$ cat src/rtl/qpt_pkg.sv
package qpt_pkg;
    localparam int NCH         = 5;
    localparam int AW          = 7;
    localparam int DIV_SEL_MAX = 4;

    localparam logic [AW-1:0] A_PRESC  = 7'h00;
    localparam logic [AW-1:0] A_DIVSEL = 7'h04;
    localparam logic [AW-1:0] A_CTRL   = 7'h08;
    localparam logic [AW-1:0] A_IRQ    = 7'h44;
    localparam logic [AW-1:0] A_OBS_LAST = 7'h40;

    typedef struct packed {
        logic start;
        logic manual;
        logic invert;
        logic reload;
    } chan_ctl_t;

    // Nibble position inside the control word (one unused slot after channel 0)
    function automatic int ctl_base(input int ch);
        return (ch == 0) ? 0 : 4 * (ch + 1);
    endfunction

    function automatic logic [AW-1:0] cnt_addr(input int ch);
        return AW'(12 + 12 * ch);
    endfunction

    function automatic logic [AW-1:0] cmp_addr(input int ch);
        return AW'(16 + 12 * ch);
    endfunction

    function automatic logic [AW-1:0] obs_addr(input int ch);
        return (ch == NCH - 1) ? A_OBS_LAST : AW'(20 + 12 * ch);
    endfunction
endpackage

$ cat src/rtl/qpt_tick_gen.sv
module qpt_tick_gen
    import qpt_pkg::*;
#(
    parameter int CNT_W = 16
) (
    input  logic                  clk,
    input  logic                  rst_n,
    input  logic [1:0][7:0]       presc,
    input  logic [NCH-1:0][3:0]   divsel,
    output logic [NCH-1:0]        tick
);
    localparam int DIV_BASE = (CNT_W == 16) ? 1 : 0;
    localparam int DIVW     = DIV_SEL_MAX + DIV_BASE;

    typedef struct packed {
        logic [1:0][7:0]      pre;
        logic [1:0][DIVW-1:0] div;
    } tg_t;

    tg_t        tg_d, tg_q;
    logic [1:0] pre_tick;

    function automatic logic [DIVW-1:0] sel_mask(input logic [3:0] s);
        int lg;
        lg = ((int'(s) > DIV_SEL_MAX) ? DIV_SEL_MAX : int'(s)) + DIV_BASE;
        return DIVW'((1 << lg) - 1);
    endfunction

    always_comb begin
        tg_d = tg_q;
        for (int g = 0; g < 2; g++) begin
            pre_tick[g]  = (tg_q.pre[g] >= presc[g]);
            tg_d.pre[g]  = pre_tick[g] ? 8'd0 : tg_q.pre[g] + 8'd1;
            tg_d.div[g]  = tg_q.div[g] + DIVW'(pre_tick[g]);
        end
    end

    generate
        for (genvar c = 0; c < NCH; c++) begin : g_tick
            localparam int GRP = (c < 2) ? 0 : 1;
            logic [DIVW-1:0] m;
            assign m       = sel_mask(divsel[c]);
            assign tick[c] = pre_tick[GRP] && ((tg_q.div[GRP] & m) == m);
        end
    endgenerate

    always_ff @(posedge clk or negedge rst_n) begin
        if (!rst_n) tg_q <= '0;
        else        tg_q <= tg_d;
    end
endmodule

$ cat src/rtl/qpt_channel.sv
module qpt_channel #(
    parameter int CNT_W = 16
) (
    input  logic             clk,
    input  logic             rst_n,
    input  logic             tick,
    input  logic             start,
    input  logic             manual,
    input  logic             reload,
    input  logic             invert,
    input  logic [CNT_W-1:0] cnt_buf,
    input  logic [CNT_W-1:0] cmp_buf,
    output logic [CNT_W-1:0] count,
    output logic             underflow,
    output logic             pwm
);
    typedef struct packed {
        logic [CNT_W-1:0] cnt;
        logic [CNT_W-1:0] cmp;
    } ch_t;

    ch_t  ch_d, ch_q;
    logic run;

    always_comb begin
        ch_d      = ch_q;
        run       = start && !manual;
        underflow = run && tick && (ch_q.cnt == '0);
        if (manual) begin
            ch_d.cnt = cnt_buf;
            ch_d.cmp = cmp_buf;
        end else if (run && tick) begin
            if (ch_q.cnt != '0) begin
                ch_d.cnt = ch_q.cnt - 1'b1;
            end else if (reload) begin
                ch_d.cnt = cnt_buf;
                ch_d.cmp = cmp_buf;
            end
        end
    end

    assign count = ch_q.cnt;
    assign pwm   = (ch_q.cnt <= ch_q.cmp) ^ invert;

    always_ff @(posedge clk or negedge rst_n) begin
        if (!rst_n) ch_q <= '0;
        else        ch_q <= ch_d;
    end
endmodule

$ cat src/rtl/quint_pwm_timer.sv
module quint_pwm_timer
    import qpt_pkg::*;
#(
    parameter int CNT_W = 16
) (
    input  logic           clk,
    input  logic           rst_n,
    input  logic           wr_en,
    input  logic [AW-1:0]  addr,
    input  logic [31:0]    wdata,
    output logic [31:0]    rdata,
    output logic [NCH-1:0] pwm_out,
    output logic [NCH-1:0] irq_out
);
    localparam int LAST = NCH - 1;

    typedef struct packed {
        logic [1:0][7:0]             presc;
        logic [NCH-1:0][3:0]         divsel;
        chan_ctl_t [NCH-1:0]         ctl;
        logic [NCH-1:0][CNT_W-1:0]   cnt_buf;
        logic [NCH-1:0][CNT_W-1:0]   cmp_buf;
        logic [NCH-1:0]              irq_en;
        logic [NCH-1:0]              irq_pend;
    } regs_t;

    regs_t r_d, r_q;

    logic [NCH-1:0]            ch_tick;
    logic [NCH-1:0]            ch_uf;
    logic [NCH-1:0][CNT_W-1:0] ch_cnt;
    logic [NCH-1:0]            start_v, manual_v, reload_v, pend_v;

    // Next-state of the register file
    always_comb begin
        r_d = r_q;
        for (int c = 0; c < NCH; c++) begin
            if (ch_uf[c] && !r_q.ctl[c].reload) r_d.ctl[c].start = 1'b0;
        end
        if (wr_en) begin
            if (addr == A_PRESC) r_d.presc = wdata[15:0];
            if (addr == A_DIVSEL) begin
                for (int c = 0; c < NCH; c++) r_d.divsel[c] = wdata[4*c +: 4];
            end
            if (addr == A_CTRL) begin
                for (int c = 0; c < NCH; c++) begin
                    r_d.ctl[c].start  = wdata[ctl_base(c)];
                    r_d.ctl[c].manual = wdata[ctl_base(c) + 1];
                    if (c == LAST) begin
                        r_d.ctl[c].invert = 1'b0;
                        r_d.ctl[c].reload = wdata[ctl_base(c) + 2];
                    end else begin
                        r_d.ctl[c].invert = wdata[ctl_base(c) + 2];
                        r_d.ctl[c].reload = wdata[ctl_base(c) + 3];
                    end
                end
            end
            if (addr == A_IRQ) begin
                r_d.irq_en   = wdata[NCH-1:0];
                r_d.irq_pend = r_q.irq_pend & ~wdata[2*NCH-1:NCH];
            end
            for (int c = 0; c < NCH; c++) begin
                if (addr == cnt_addr(c)) r_d.cnt_buf[c] = wdata[CNT_W-1:0];
                if (c != LAST && addr == cmp_addr(c)) r_d.cmp_buf[c] = wdata[CNT_W-1:0];
            end
        end
        for (int c = 0; c < NCH; c++) begin
            if (ch_uf[c]) r_d.irq_pend[c] = 1'b1;
        end
    end

    // Read multiplexer
    always_comb begin
        rdata = '0;
        if (addr == A_PRESC) rdata[15:0] = r_q.presc;
        if (addr == A_DIVSEL) begin
            for (int c = 0; c < NCH; c++) rdata[4*c +: 4] = r_q.divsel[c];
        end
        if (addr == A_CTRL) begin
            for (int c = 0; c < NCH; c++) begin
                rdata[ctl_base(c)]     = r_q.ctl[c].start;
                rdata[ctl_base(c) + 1] = r_q.ctl[c].manual;
                if (c == LAST) begin
                    rdata[ctl_base(c) + 2] = r_q.ctl[c].reload;
                end else begin
                    rdata[ctl_base(c) + 2] = r_q.ctl[c].invert;
                    rdata[ctl_base(c) + 3] = r_q.ctl[c].reload;
                end
            end
        end
        if (addr == A_IRQ) begin
            rdata[NCH-1:0]     = r_q.irq_en;
            rdata[2*NCH-1:NCH] = r_q.irq_pend;
        end
        for (int c = 0; c < NCH; c++) begin
            if (addr == cnt_addr(c)) rdata[CNT_W-1:0] = r_q.cnt_buf[c];
            if (c != LAST && addr == cmp_addr(c)) rdata[CNT_W-1:0] = r_q.cmp_buf[c];
            if (addr == obs_addr(c)) rdata[CNT_W-1:0] = ch_cnt[c];
        end
    end

    qpt_tick_gen #(.CNT_W(CNT_W)) u_tick (
        .clk    (clk),
        .rst_n  (rst_n),
        .presc  (r_q.presc),
        .divsel (r_q.divsel),
        .tick   (ch_tick)
    );

    generate
        for (genvar c = 0; c < NCH; c++) begin : g_ch
            qpt_channel #(.CNT_W(CNT_W)) u_ch (
                .clk       (clk),
                .rst_n     (rst_n),
                .tick      (ch_tick[c]),
                .start     (r_q.ctl[c].start),
                .manual    (r_q.ctl[c].manual),
                .reload    (r_q.ctl[c].reload),
                .invert    (r_q.ctl[c].invert),
                .cnt_buf   (r_q.cnt_buf[c]),
                .cmp_buf   (r_q.cmp_buf[c]),
                .count     (ch_cnt[c]),
                .underflow (ch_uf[c]),
                .pwm       (pwm_out[c])
            );
            assign start_v[c]  = r_q.ctl[c].start;
            assign manual_v[c] = r_q.ctl[c].manual;
            assign reload_v[c] = r_q.ctl[c].reload;
            assign pend_v[c]   = r_q.irq_pend[c];
        end
    endgenerate

    assign irq_out = r_q.irq_en & r_q.irq_pend;

    always_ff @(posedge clk or negedge rst_n) begin
        if (!rst_n) r_q <= '0;
        else        r_q <= r_d;
    end
endmodule

$ cat config.mk
export PLATFORM = sky130hd
export DESIGN_NAME = quint_pwm_timer
export DESIGN_NICKNAME = d
export VERILOG_FILES = /design/src/rtl/qpt_pkg.sv /design/src/rtl/qpt_tick_gen.sv /design/src/rtl/qpt_channel.sv /design/src/rtl/quint_pwm_timer.sv
export SDC_FILE = /design/constraint.sdc
export NUM_CORES = 1
export LEC_CHECK = 0
export BUFFER_PORTS_ARGS = -buffer_cell sky130_fd_sc_hd__buf_2
export CORE_ASPECT_RATIO = 0.8
export CORE_MARGIN = 4
export CORE_UTILIZATION = 50
export CTS_CLUSTER_DIAMETER = 30
export CTS_CLUSTER_SIZE = 10
export DETAILED_ROUTE_END_ITERATION = 6
export GPL_TIMING_DRIVEN = 0
export PLACE_DENSITY = 0.71
export SYNTH_ARGS = -nofsm -noshare
export SYNTH_HDL_FRONTEND = slang
export SYNTH_HIERARCHICAL = 1
export SYNTH_SLANG_ARGS = --single-unit
$ cat constraint.sdc
create_clock -name clk -period 4.32 [get_ports clk]
set_input_delay 0.432 -clock clk [delete_from_list [all_inputs] [get_ports clk]]
set_output_delay 0.432 -clock clk [all_outputs]
set_load 0.03 [all_outputs]
==> results.ini, run 1 <==
[clocking]
clk_pin_slew_worst_paths_ns=0.05
cts_sinks=395
htree_levels=3
numCtsBuffers=88
cts_tree=done
clock_latency_ns=0.63
post_cts_buffers=0
cts_max_path_buffers=3
ctsRootBufferMaster=clkbuf_16

[drt]
top_layer=met5
wl_met2_mm=40.95
via_per_inst=6.518
routed_wl_mm=98.79
dr.pass1.iters=7
met1_length_mm=42.34
wire_per_inst_um=28.97
first_iter_violations=2738
dr_wl_met3_mm=11.60
ant_nets=0
num_vias=22230
drc_errors=21

[power]
p_clk_share_pct=36.4
power_frac_seq_pct=32.9
p_sw_share_pct=37.87
powerDensity_nw_per_um2=594.6
p_sw_mw=6.625
leakage_nw=13.82
power_frac_comb_pct=30.7
ir_drop_v=0.0004920
p_int_mw=10.87

[global_routing]
gr-usage-all-layers_pct=35.94
antenna_found_initial=6
gr-total-overflow=0
grt_max_degree=118
grt_pass1_vias=21550
grt_pass1_wl_mm=144.9

[worst_setup_path]
cp-end-kind=flop
startpoint=r_q[201]
cp-start-kind=flop
critPathRequiredTime_ns=4.84
crit_fanout=10
path_class=flop to flop
arrival_ns=4.56
r2r_start=r_q[201]

[synth]
synthSimpleGateAreaFrac_pct=12.63
yosys_warnings=6
syn-cell-area_um2=25160
synth_top_family_by_area=compound AO/OA/AOI/OAI gates
ys.flop_type=dfrtp_1
synthMuxAreaShare_pct=15.15
synth_seq_cells=395
synth-adder-area-share_pct=6.267
synth_edf_count=0
synth_compound_area_share_pct=16.99
synth.distinct_cells=87
synthXorXnorAreaFrac_pct=1.253
yosysSeqAreaShare_pct=39.29
synthArstFlopShare_pct=100.0
synthCells=2478
syn_area_per_cell_um2=10.15

[floorplan]
die_area_um2=53990
core_area_um2=49690
die_x_um=258.8
die_h_um=208.6
std_cell_rows=73
io_pins=84
start_util_pct=50.63

[placement]
dpl_cell_area_um2=26540
gp_congestion=1.054
port_buffers=64
hpwl_mm=73.14

[cells_and_area]
drive_above_1_share_pct=28.70
final_core_util_pct=59.21
layout.nets=2830
design_area_um2=29420
area_delta_synth_final_pct=16.96

[min_path]
hold_path.class=input pin to flop
hold_start=wdata[16]

[timing]
setup_tns_ns=0
tightest_slew_ns=1.517
slew-limit-headroom_pct=-1.126
period_needed_ns=4.042
hold_viol_final=0
clock_skew_ns=0.03374
finalSetupViolations=0
fin_crit_sh_pct=93.56
rsz0062_at_grt=false
fmax_mhz=247.4
whs_ns=0.05251
slew_violations=11

[outcome]
status=finished, violations left
violations=design-rule violations, max-capacitance violations, max-slew violations

[job]
maxCapViolCount=1

==> metrics by stage <==
step,worst slack (ns),instances,power (mW)
floorplan,1.244,2503,9.022
global placement,-4.990,3242,10.73
detailed placement,0.1062,3246,10.96
CTS,0.09985,3407,17.40
global route,0.06134,3409,18.35
finish,0.2780,3410,17.49
==> worst max-delay path: stages, from the launching register on <==
cell and delay, ns:
dfrtp_1 0.45, nor2_4 0.21, and2_2 0.17, ha_1 0.25, or3_4 0.40, ha_1 0.29, o22a_2 0.13, o21ai_0 0.07
a221oi_1 0.25, and2_1 0.41, a21oi_1 0.18, a31oi_2 0.51, buf_2 0.33, o21ai_0 0.14, a22oi_1 0.16
==> cell usage after synthesis, types with 38 or more instances <==
master     instances  area [um^2]
nand2_1          126        473.0
a22oi_1           61        457.9
nand3_1           64        320.3
o22ai_1           53        331.6
a21oi_1          136        680.7
nor2_1           130        488.0
buf_2             55        275.3
mux2_2           216         2432
dfrtp_1          395         9884
mux2_4            63        945.9
inv_1            164        615.6
o2bb2ai_1         45        394.1
o21ai_0          133        665.6
ha_1             126         1577
buf_4            105        788.3
clkbuf_1          38        142.6
==> cells by family after synthesis <==
group	after synthesis
xor gates and xnor gates	36
muxes	316
AOI/OAI and AO/OA	640
adders and majority gates	126
other	1
DFF	395
buffers and inverters	385
and+or+nand+nor	579
==> power groups by stage <==
stage	sequential, mW	combinational (mW)	clock (mW)
2_1_floorplan	5.09	3.93	0
3_3_place_gp	5.69	5.04	0
3_5_place_dp	5.72	5.24	0
4_1_cts	5.68	5.30	6.42
5_1_grt	5.80	5.91	6.64
6_report	5.76	5.38	6.36
==> repair_timing <==
item                                    in CTS  in global routing
endpoints found under the setup margin       0                  2
hold endpoints to repair                   116                  0
hold buffers                                 1                  0
resized for setup                            0                  1
==> registers in the layout (all words and copies together) (netlist names) <==
| signal | count |
|---|---|
| g_ch.u_ch/ch_q | 80 |
| g_ch.u_ch/count | 80 |
| manual_v | 5 |
| pend_v | 5 |
| r_q | 199 |
| u_tick/tg_q | 26 |
==> metal layers <==
| metal | global-route usage [%] | up-vias |
|---|---|---|
| li1 | - | 9428 |
| met4 | 12.74 | 10 |
| met1 | 51.88 | 11120 |
| met3 | 11.14 | 273 |
| met2 | 51.14 | 1392 |
| met5 | 0 | - |
==> layout make-up <==
type,instances,area [um^2]
Timing Repair Buffer,69,450.4
Inverter,164,615.6
Tap cell,675,844.6
Clock buffer,108,2440
Buffer,221,1498
Antenna cell,3,7.507
Sequential cell,395,9884
Clock inverter,52,416.7
Multi-Input combinational cell,1723,13270
Fill cell,4226,20270
==> final timing paths <==
path / endpoint / slack, ns / cells past startpoint
worst max-delay path: g_ch[2].u_ch/count[9] / 0.28 / 14
worst min-delay path: r_q[185] / 0.05 / 3
worst max register to register: g_ch[2].u_ch/count[9] / 0.28 / 14
worst min register to register: g_ch[3].u_ch/ch_q[11] / 0.50 / 1
max in group asynchronous: g_ch[4].u_ch/ch_q[1] / 2.02 / 6
min in group asynchronous: g_ch[1].u_ch/ch_q[1] / 0.49 / 3
==> placed cells by master, fill, tap and decap left out, drive strengths merged, types with 58 or more instances in the layout <==
master	n
a21oi	136
a22oi	62
buf	250
clkbuf	147
dfrtp	395
ha	126
inv	173
mux2	290
nand2	138
nand3	68
nor2	139
nor3	58
o21ai	147
Power figures use the tool's default switching activity.
==> run 2, diff against run 1 <==
--- a/config.mk
+++ b/config.mk
@@ -6,14 +6,17 @@
 export NUM_CORES = 1
 export LEC_CHECK = 0
 export BUFFER_PORTS_ARGS = -buffer_cell sky130_fd_sc_hd__buf_2
+export CELL_PAD_IN_SITES_DETAIL_PLACEMENT = 1
+export CELL_PAD_IN_SITES_GLOBAL_PLACEMENT = 2
 export CORE_ASPECT_RATIO = 0.8
 export CORE_MARGIN = 4
-export CORE_UTILIZATION = 50
+export CORE_UTILIZATION = 42
 export CTS_CLUSTER_DIAMETER = 30
 export CTS_CLUSTER_SIZE = 10
 export DETAILED_ROUTE_END_ITERATION = 6
 export GPL_TIMING_DRIVEN = 0
-export PLACE_DENSITY = 0.71
+export PLACE_DENSITY = 0.86
+export REMOVE_ABC_BUFFERS = 1
 export SYNTH_ARGS = -nofsm -noshare
 export SYNTH_HDL_FRONTEND = slang
 export SYNTH_HIERARCHICAL = 1
==> run 2 against run 1 <==
The flow now finishes without violations. Wire length shrank 2.7%. Count of clock-buffer cells in the layout grew 24. Highest routed layer unchanged. Sequential share of layout area grew 0.45 points. Critical path type is now input pin to output port.
==> results.ini, run 2 (synthesized netlist as in run 1, its figures left out) <==
[outcome]
status=finished, final reports clean

[placement]
gp_congestion=0.9653  ; -8.4%
port_buffers=65  ; +1.6%
hpwl_mm=67.41  ; -7.8%
pre_cts_ws_ns=-0.3217  ; -0.4279 ns

[drt]
wire_per_inst_um=28.92  ; -0.17%
drc_errors=0  ; -100%
via_per_inst=6.362  ; -2.4%
first_iter_violations=2271  ; -17%
routed_wl_mm=96.17  ; -2.7%
dr.pass1.iters=6  ; -1
num_vias=21150  ; -4.8%
ant_nets=0  ; unchanged

[cells_and_area]
area_delta_synth_final_pct=15.42
drive_above_1_share_pct=25.13  ; -3.6 points
final_cell_mix=dfrtp_1 (395), mux2_2 (216), inv_1 (164)
layout.nets=2633  ; -7.0%
final_common_cell=dfrtp_1
top_register=r_q
largest_reg_flops=199  ; unchanged
fillers=6390  ; +51%
final_core_util_pct=49.45  ; -9.8 points

[worst_setup_path]
arrival_ns=3.83  ; -0.73 ns
cp-start-kind=input pin
critPathRequiredTime_ns=3.89  ; -0.95 ns
path_class=input pin to output port
crit_fanout=74  ; +64
r2r_start=r_q[201]
startpoint=addr[3]
cp-end-kind=output port

[job]
maxCapViolCount=0  ; -1

[global_routing]
antenna_found_initial=13  ; +7
gr-usage-all-layers_pct=29.91  ; -6.0 points
grt_pass1_wl_mm=143.3  ; -1.1%
grt_max_degree=115  ; -2.5%
gr-total-overflow=0  ; unchanged
grt_pass1_vias=21710  ; +0.78%

[timing]
slew_violations=0  ; -11
hold_viol_final=0  ; unchanged
clock_skew_ns=0.02742  ; -0.006323 ns
fin_crit_sh_pct=98.63  ; +5.1 points
tightest_slew_ns=1.320  ; -0.1970 ns
period_needed_ns=4.261  ; +0.2190 ns
whs_ns=0.02471  ; -0.02780 ns
fmax_mhz=234.7  ; -5.1%
rsz0062_at_grt=false
slew-limit-headroom_pct=11.76  ; +13 points
fin_ws_ns=0.05900  ; -0.2190 ns
finalSetupViolations=0  ; unchanged

[floorplan]
core_area_um2=58710  ; +18%
std_cell_rows=79  ; +8.2%
io_pins=84  ; unchanged
die_x_um=281.6  ; +8.8%
start_util_pct=42.85  ; -7.8 points
die_area_um2=63900  ; +18%
die_h_um=226.9  ; +8.8%

[clocking]
cts_sinks=395  ; unchanged
ctsRootBufferMaster=clkbuf_16
cts_max_path_buffers=3  ; unchanged
numCtsBuffers=102  ; +16%
cts_tree=done
clk_pin_slew_worst_paths_ns=0.04  ; about the same
clock_latency_ns=0.64  ; about the same
htree_levels=3  ; unchanged

[min_path]
hold_path.class=input pin to flop
hold_start=wdata[16]

[power]
powerDensity_nw_per_um2=640.9  ; +7.8%
leakage_nw=13.33  ; -3.5%
ir_drop_v=0.0004243  ; -14%

run 2: timing repair:
action / CTS / global route
hold buffers: 1 / 0
setup buffers: 0 / 5
endpoints found under the hold margin: 85 / 0
pin swaps: 0 / 1
endpoints found under the setup margin: 7 / 19
gates resized for setup: 3 / 2
run 2: layout make-up:
cell class                      instances  area [um^2]  share of cell area (%)
Antenna cell                            5        12.51                 0.04309
Clock buffer                          132         2888                   9.946
Clock inverter                         58        799.5                   2.754
Inverter                              164        615.6                   2.120
Multi-Input combinational cell       1723        13300                   45.81
Sequential cell                       395         9884                   34.04
Tap cell                              769        962.2                   3.314
Timing Repair Buffer                   79        571.8                   1.969
run 2: power by group:
part / switching (mW) / total (mW) / internal (mW)
Clock: 2.42 / 8.10 / 5.68
Combinational: 2.85 / 4.77 / 1.92
Sequential: 1.34 / 5.75 / 4.41
run 2: critical path, cell delays in order:
cell       delay [ns]
buf_4            0.35
buf_16           0.37
nand4bb_2        0.56
nor2_2           0.52
a221oi_1         0.24
o21ai_0          0.52
a21oi_1          0.31
o21ai_1          0.19
buf_2            0.22
run 2: worst paths after layout:
kind / to / slack [ns] / cells past startpoint
max in group asynchronous: r_q[203] / 2.36 / 4
hold reg to reg: g_ch[2].u_ch/ch_q[11] / 0.50 / 1
hold / removal: r_q[185] / 0.02 / 3
setup reg to reg: g_ch[2].u_ch/ch_q[12] / 0.23 / 12
setup / recovery: rdata[3] / 0.06 / 9
min in group asynchronous: r_q[111] / 0.41 / 2
run 2: stage by stage:
step	cell area, um^2	total power, mW	instances	setup TNS, ns
floorplan	23750	8.441	2282	0
finish	29040	18.61	3325	0
global placement	25040	10.07	3116	-2186.99
CTS	28940	18.59	3314	0
global route	29020	19.52	3320	0
detailed placement	25240	10.36	3123	-0.9802
run 2: metal layers:
| layer | GRT usage (%) | wire length (um) | vias up | share of wire (%) |
|---|---|---|---|---|
| li1 | - | - | 9028 | - |
| met1 | 43.84 | 43620 | 11000 | 45 |
| met2 | 44.02 | 41440 | 934 | 43 |
| met3 | 6.135 | 8042 | 193 | 8.4 |
| met4 | 10.49 | 3037 | 4 | 3.2 |
| met5 | 0 | 16 | - | 0.017 |
